`src/rtl/wdt_pkg.sv`:
```
package wdt_pkg;
    typedef enum logic [1:0] {
        ST_HALTED   = 2'd0,
        ST_COUNTING = 2'd1,
        ST_FIRING   = 2'd2
    } wdt_state_e;

    localparam logic [7:0] OFS_RELOAD = 8'h00;
    localparam logic [7:0] OFS_STAT1  = 8'h04;
    localparam logic [7:0] OFS_STAT2  = 8'h06;
    localparam logic [7:0] OFS_CTRL   = 8'h08;
    localparam logic [7:0] OFS_INIT   = 8'h12;

    localparam int BIT_HALT   = 11;
    localparam int BIT_NOBOOT = 0;
    localparam int BIT_FIRST  = 3;
    localparam int BIT_SECOND = 1;
    localparam int BIT_BOOT   = 2;
endpackage

```
`src/rtl/wdt_regs.sv`:
```
module wdt_regs
    import wdt_pkg::*;
#(
    parameter int ADDR_W   = 8,
    parameter int DATA_W   = 16,
    parameter int CNT_W    = 10,
    parameter int INIT_MIN = 4,
    parameter int INIT_RST = 4
) (
    input  logic              clk,
    input  logic              rst_n,
    input  logic              wr_en,
    input  logic [ADDR_W-1:0] addr,
    input  logic [DATA_W-1:0] wdata,
    input  logic [CNT_W-1:0]  count,
    input  logic              set_first,
    input  logic              set_second,
    input  logic              set_boot,
    output logic [DATA_W-1:0] rdata,
    output logic              halt,
    output logic              no_reboot,
    output logic [CNT_W-1:0]  init_val,
    output logic              sts_first,
    output logic              reload_wr
);
    logic sts_second, sts_boot;
    logic wr_stat1, wr_stat2, wr_ctrl, wr_init;

    always_comb begin
        wr_stat1  = wr_en && (addr == ADDR_W'(OFS_STAT1));
        wr_stat2  = wr_en && (addr == ADDR_W'(OFS_STAT2));
        wr_ctrl   = wr_en && (addr == ADDR_W'(OFS_CTRL));
        wr_init   = wr_en && (addr == ADDR_W'(OFS_INIT));
        reload_wr = wr_en && (addr == ADDR_W'(OFS_RELOAD)) && (wdata == DATA_W'(1));
    end

    always_ff @(posedge clk) begin
        if (!rst_n) begin
            halt       <= 1'b1;
            no_reboot  <= 1'b1;
            init_val   <= CNT_W'(INIT_RST);
            sts_first  <= 1'b0;
            sts_second <= 1'b0;
            sts_boot   <= 1'b0;
        end else begin
            if (wr_ctrl) begin
                halt      <= wdata[BIT_HALT];
                no_reboot <= wdata[BIT_NOBOOT];
            end
            if (wr_init && (wdata[CNT_W-1:0] >= CNT_W'(INIT_MIN)))
                init_val <= wdata[CNT_W-1:0];
            sts_first  <= set_first  | (sts_first  & ~(wr_stat1 & wdata[BIT_FIRST]));
            sts_second <= set_second | (sts_second & ~(wr_stat2 & wdata[BIT_SECOND]));
            sts_boot   <= set_boot   | (sts_boot   & ~(wr_stat2 & wdata[BIT_BOOT]));
        end
    end

    always_comb begin
        rdata = '0;
        unique case (addr)
            ADDR_W'(OFS_RELOAD): rdata = DATA_W'(count);
            ADDR_W'(OFS_STAT1):  rdata[BIT_FIRST] = sts_first;
            ADDR_W'(OFS_STAT2): begin
                rdata[BIT_SECOND] = sts_second;
                rdata[BIT_BOOT]   = sts_boot;
            end
            ADDR_W'(OFS_CTRL): begin
                rdata[BIT_HALT]   = halt;
                rdata[BIT_NOBOOT] = no_reboot;
            end
            ADDR_W'(OFS_INIT):   rdata = DATA_W'(init_val);
            default:             rdata = '0;
        endcase
    end

    // the initial value never drops below the floor
    p_init_floor_r5: assert property (@(posedge clk) disable iff (!rst_n)
        init_val >= CNT_W'(INIT_MIN));

    // a clear with no coincident set empties the first flag
    p_w1c_first_r10: assert property (@(posedge clk) disable iff (!rst_n)
        (wr_stat1 && wdata[BIT_FIRST] && !set_first) |=> !sts_first);

    // a boot set is visible on the next cycle
    p_boot_set_r11: assert property (@(posedge clk) disable iff (!rst_n)
        set_boot |=> sts_boot);
endmodule

```
`src/rtl/wdt_counter.sv`:
```
module wdt_counter #(
    parameter int CNT_W    = 10,
    parameter int INIT_RST = 4
) (
    input  logic             clk,
    input  logic             rst_n,
    input  logic             tick,
    input  logic             halt,
    input  logic             reload,
    input  logic [CNT_W-1:0] init_val,
    output logic [CNT_W-1:0] count,
    output logic             expire
);
    logic step;

    always_comb begin
        step   = tick && !halt;
        expire = step && !reload && (count <= CNT_W'(1));
    end

    always_ff @(posedge clk) begin
        if (!rst_n)
            count <= CNT_W'(INIT_RST);
        else if (reload)
            count <= init_val;
        else if (step)
            count <= (count <= CNT_W'(1)) ? init_val : count - CNT_W'(1);
    end

    // halted and not reloaded, the count holds
    p_hold_r2: assert property (@(posedge clk) disable iff (!rst_n)
        (halt && !reload) |=> $stable(count));

    // a running tick above 1 takes one off
    p_step_r2: assert property (@(posedge clk) disable iff (!rst_n)
        (tick && !halt && !reload && count > CNT_W'(1)) |=> count == $past(count) - CNT_W'(1));

    // reload lands the initial value
    p_reload_r3: assert property (@(posedge clk) disable iff (!rst_n)
        reload |=> count == $past(init_val));

    // expiry restarts the period
    p_wrap_r6: assert property (@(posedge clk) disable iff (!rst_n)
        expire |=> count == $past(init_val));
endmodule

```
`src/rtl/wdt_fsm.sv`:
```
module wdt_fsm
    import wdt_pkg::*;
(
    input  logic clk,
    input  logic rst_n,
    input  logic halt,
    input  logic expire,
    input  logic sts_first,
    input  logic no_reboot,
    output logic set_first,
    output logic set_second,
    output logic set_boot,
    output logic rst_req
);
    wdt_state_e state, state_nx;
    logic fire;

    always_comb begin
        set_first  = expire && !sts_first;
        set_second = expire && sts_first;
        fire       = set_second && !no_reboot;
        set_boot   = fire;
    end

    always_comb begin
        state_nx = state;
        unique case (state)
            ST_HALTED:   state_nx = fire ? ST_FIRING : (halt ? ST_HALTED : ST_COUNTING);
            ST_COUNTING: state_nx = fire ? ST_FIRING : (halt ? ST_HALTED : ST_COUNTING);
            ST_FIRING:   state_nx = fire ? ST_FIRING : (halt ? ST_HALTED : ST_COUNTING);
            default:     state_nx = ST_HALTED;
        endcase
    end

    always_ff @(posedge clk) begin
        if (!rst_n) state <= ST_HALTED;
        else        state <= state_nx;
    end

    always_comb rst_req = (state == ST_FIRING);

    // the request never lasts two cycles
    p_one_pulse_r9: assert property (@(posedge clk) disable iff (!rst_n)
        rst_req |=> !rst_req);

    // second expiry with reboot allowed fires
    p_second_fires_r7: assert property (@(posedge clk) disable iff (!rst_n)
        (expire && sts_first && !no_reboot) |=> rst_req);

    // no-reboot blocks the request
    p_noreboot_r8: assert property (@(posedge clk) disable iff (!rst_n)
        (expire && no_reboot) |=> !rst_req);
endmodule

```
`src/rtl/dual_expiry_wdt.sv`:
```
module dual_expiry_wdt #(
    parameter int ADDR_W   = 8,
    parameter int DATA_W   = 16,
    parameter int CNT_W    = 10,
    parameter int INIT_MIN = 4,
    parameter int INIT_RST = 4
) (
    input  logic              clk,
    input  logic              rst_n,
    input  logic              tick,
    input  logic              wr_en,
    input  logic [ADDR_W-1:0] addr,
    input  logic [DATA_W-1:0] wdata,
    output logic [DATA_W-1:0] rdata,
    output logic              rst_req
);
    logic [CNT_W-1:0] count, init_val;
    logic halt, no_reboot, sts_first, reload_wr, expire;
    logic set_first, set_second, set_boot;

    wdt_regs #(
        .ADDR_W(ADDR_W), .DATA_W(DATA_W), .CNT_W(CNT_W),
        .INIT_MIN(INIT_MIN), .INIT_RST(INIT_RST)
    ) u_regs (
        .clk(clk), .rst_n(rst_n), .wr_en(wr_en), .addr(addr), .wdata(wdata),
        .count(count), .set_first(set_first), .set_second(set_second),
        .set_boot(set_boot), .rdata(rdata), .halt(halt), .no_reboot(no_reboot),
        .init_val(init_val), .sts_first(sts_first), .reload_wr(reload_wr)
    );

    wdt_counter #(.CNT_W(CNT_W), .INIT_RST(INIT_RST)) u_cnt (
        .clk(clk), .rst_n(rst_n), .tick(tick), .halt(halt), .reload(reload_wr),
        .init_val(init_val), .count(count), .expire(expire)
    );

    wdt_fsm u_fsm (
        .clk(clk), .rst_n(rst_n), .halt(halt), .expire(expire),
        .sts_first(sts_first), .no_reboot(no_reboot), .set_first(set_first),
        .set_second(set_second), .set_boot(set_boot), .rst_req(rst_req)
    );
endmodule

```
`config.mk`:
```
export PLATFORM = sky130hd
export DESIGN_NAME = dual_expiry_wdt
export DESIGN_NICKNAME = d
export VERILOG_FILES = /design/src/rtl/wdt_pkg.sv /design/src/rtl/wdt_regs.sv /design/src/rtl/wdt_counter.sv /design/src/rtl/wdt_fsm.sv /design/src/rtl/dual_expiry_wdt.sv
export SDC_FILE = /design/constraint.sdc
export NUM_CORES = 1
export LEC_CHECK = 0
export ABC_AREA = 1
export BUFFER_PORTS_ARGS = -buffer_cell sky130_fd_sc_hd__clkbuf_2
export CAP_MARGIN = 10
export CORE_ASPECT_RATIO = 0.8
export CORE_MARGIN = 5
export CORE_UTILIZATION = 54
export DETAILED_ROUTE_END_ITERATION = 8
export PLACE_DENSITY = 0.8
export SKIP_LAST_GASP = 1
export SYNTH_ARGS = -nofsm -noshare
export SYNTH_HDL_FRONTEND = slang
export SYNTH_SLANG_ARGS = --single-unit
```
`constraint.sdc`:
```
create_clock -name clk -period 1.9 [get_ports clk]
set_input_delay 0.38 -clock clk [delete_from_list [all_inputs] [get_ports clk]]
set_output_delay 0.38 -clock clk [all_outputs]
set_load 0.03 [all_outputs]
```
==> impl_metrics.py <==
metrics = {
    "status": {
        "status": "complete, no violations",
    },
    "global_routing": {
        "overflow": 0,
        "grt_pass1_wl_mm": 8.293,
        "grt_max_degree": 21,
        "antenna_found_initial": 0,
        "track_usage_pct": 20.24,
        "grt_pass1_vias": 1832,
    },
    "cts": {
        "cts_sinks": 27,
        "postCtsHoldBufs": 0,
        "numCtsBuffers": 3,
        "path_clk_slew_ns": 0.10,
        "htree_levels": 1,
        "cts_tree": "done",
        "ctsLongestPathBuffers": 2,
        "cts_root_buf": "clkbuf_8",
        "clk_latency_ns": 0.28,
    },
    "worst_setup_path": {
        "critPathMaxFanout": 10,
        "cp-end-kind": "output pin",
        "cp.required_ns": 1.52,
        "crit_type": "input pin to output pin",
        "cp.arrival_ns": 1.44,
        "cp-start-kind": "input pin",
    },
    "worst_hold_path": {
        "worstHoldPathType": "input pin to flip-flop",
    },
    "synthesis": {
        "synthFlopType": "dfxtp_1",
        "yosysWarnings": 0,
        "synth_area_mm2": 0.001907,
        "syn_avg_cell_area_um2": 6.420,
        "post-synth-top-count-cell": "nand2_1",
        "synth_edf_count": 0,
        "synth_top_area_cell": "dfxtp_1",
        "synthArstFlopShare_pct": 0,
        "syn_inst": 297,
        "ys_seq_area_share_pct": 28.35,
        "yosys-top-cells-count": "nand2_1, inv_1, nor2_1",
        "yosys-top-cells-area": "dfxtp_1, nand2_1, inv_1, nor2_1, nand3_1",
        "synth.distinct_cells": 33,
        "synth_top_area_share_pct": 28.35,
        "ys_seq_elements": 27,
    },
    "drt": {
        "finalWirelength_mm": 4.830,
        "antenna_violating_nets_post_route": 0,
        "wl_per_cell_um": 12.68,
        "num_vias": 1991,
        "first_iter_violations": 213,
        "route.detailed.drc": 0,
        "vias_per_cell": 5.226,
        "first_pass_iters": 4,
    },
    "placement": {
        "gp_congestion": 0.9248,
        "dpl.hpwl_mm": 3.880,
        "place_inst": 377,
        "portBuffers": 39,
    },
    "floorplan": {
        "die_w_um": 76.44,
        "ioPinCount": 45,
        "die_h_um": 63.15,
        "core_area_mm2": 0.003423,
        "std_cell_rows": 19,
        "dieArea_mm2": 0.004827,
        "start_util_pct": 55.70,
    },
    "timing": {
        "final-setup-viol-count": 0,
        "clock_skew_ns": 0.0009453,
        "period_share_pct": 95.78,
        "rsz0062_at_grt": "true",
        "slew_violations": 0,
        "hold_viol_final": 0,
        "tns_ns": 0,
        "period_needed_ns": 1.820,
        "max_freq_mhz": 549.5,
        "whs_ns": 0.3594,
    },
    "pwr": {
        "power.density_mw_per_mm2": 464.7,
        "power_leakage_uw": 0.001092,
        "irDropWorstVdd_mv": 0.3837,
    },
    "cells_and_area": {
        "n_fill_cell": 346,
        "drive_above_1_share_pct": 21.83,
        "synthToLayoutAreaGrowth_pct": 15.29,
        "antennaDiodeCount": 0,
        "stdcell_count": 381,
        "nets": 370,
    },
    "job": {
        "cap_violations": 0,
    },
}
==> sequential cells by signal, summed over array words and instances, names as in the netlist <==
register           count
u_regs.init_val       10
u_fsm.state            2
u_cnt.count           10
u_regs.sts_second      1
u_regs.sts_boot        1
u_regs.no_reboot       1
u_regs.halt            1
u_regs.sts_first       1
==> routing by layer <==
| metal | GRT usage [%] | up-vias | wire length (um) |
|---|---|---|---|
| li1 | - | 1031 | - |
| met2 | 30.56 | 79 | 2112 |
| met3 | 3.419 | 4 | 361 |
| met5 | 0 | - | 0 |
| met4 | 4.803 | 0 | 29 |
| met1 | 29.81 | 877 | 2326 |
==> placed cells by master (no fill, tap or decap), types with 3 or more instances in the layout <==
cell / count
o21ai_0: 18
nand2_4: 3
xor2_1: 5
inv_2: 3
a21oi_1: 17
o21ai_1: 4
o22ai_1: 3
nand3_1: 27
conb_1: 5
clkbuf_8: 3
buf_4: 6
nor2_1: 37
inv_1: 42
clkbuf_2: 37
nor2_2: 4
nor2_4: 4
nand2_1: 58
nand3_2: 3
dfxtp_1: 27
nor3_1: 4
o211ai_1: 5
nand4_1: 5
==> power breakdown <==
part / total, uW / leakage (uW) / internal (uW) / switching (uW)
clock: 353 / 0.0000261 / 154 / 198
combinational: 102 / 0.000849 / 35.2 / 66.9
sequential: 567 / 0.000218 / 566 / 0.574
total: 1020 / 0.00109 / 756 / 266
==> metrics by stage <==
step	setup slack, ns	total power (uW)	instance area (um^2)	utilization (%)
finish	0.08025	1022	2198	64.22
global route	-0.01577	1067	2198	64.22
CTS	0.06117	1025	2177	63.60
detailed placement	0.06573	679.9	2127	62.13
global placement	0.08022	678.1	2127	62.13
floorplan	0.05857	641.4	1922	-
==> cell type report <==
class	instances	area, um^2	share of cell area [%]
Inverter	46	172.7	7.854
Clock buffer	3	41.29	1.878
Timing Repair Buffer	45	245.2	11.16
Tap cell	42	52.55	2.390
Sequential cell	27	540.5	24.59
Clock inverter	1	8.758	0.3984
Multi-Input combinational cell	217	1137	51.74
==> final timing paths <==
| check | endpoint | start | depth (start not counted) | slack (ns) |
|---|---|---|---|---|
| max | rdata[9] | addr[7] | 7 | 0.08 |
| min reg2reg | u_regs.sts_boot | u_regs.sts_boot | 2 | 0.50 |
| max reg2reg | u_cnt.count[2] | u_cnt.count[1] | 9 | 0.15 |
| min | u_regs.init_val[3] | wdata[3] | 3 | 0.36 |
==> critical path, cell delays in order <==
cell	delay, ns
clkbuf_2	0.08
nor2_1	0.11
nand2_1	0.15
inv_2	0.12
nand2_4	0.11
o21ai_0	0.24
clkbuf_2	0.25
==> what timing repair did <==
action                                 4_1_cts  5_1_grt
setup buffers                                0        0
setup endpoints to repair                    0        7
endpoints found under the hold margin        0        0
gates resized for setup                      0        8
==> cells by family after synthesis <==
| logic type | count (synthesis) | share of synthesized area (%) |
|---|---|---|
| adder cells (fa/ha/maj) | 2 | 1.312 |
| other | 1 | 0.1967 |
| AND/OR/NAND/NOR | 153 | 38.71 |
| buffers and inverters | 57 | 13.65 |
| XOR/XNOR | 6 | 2.756 |
| AO/OA/AOI/OAI | 51 | 15.03 |
| flip-flops | 27 | 28.35 |
No activity file was read; power rests on OpenSTA's default activity.
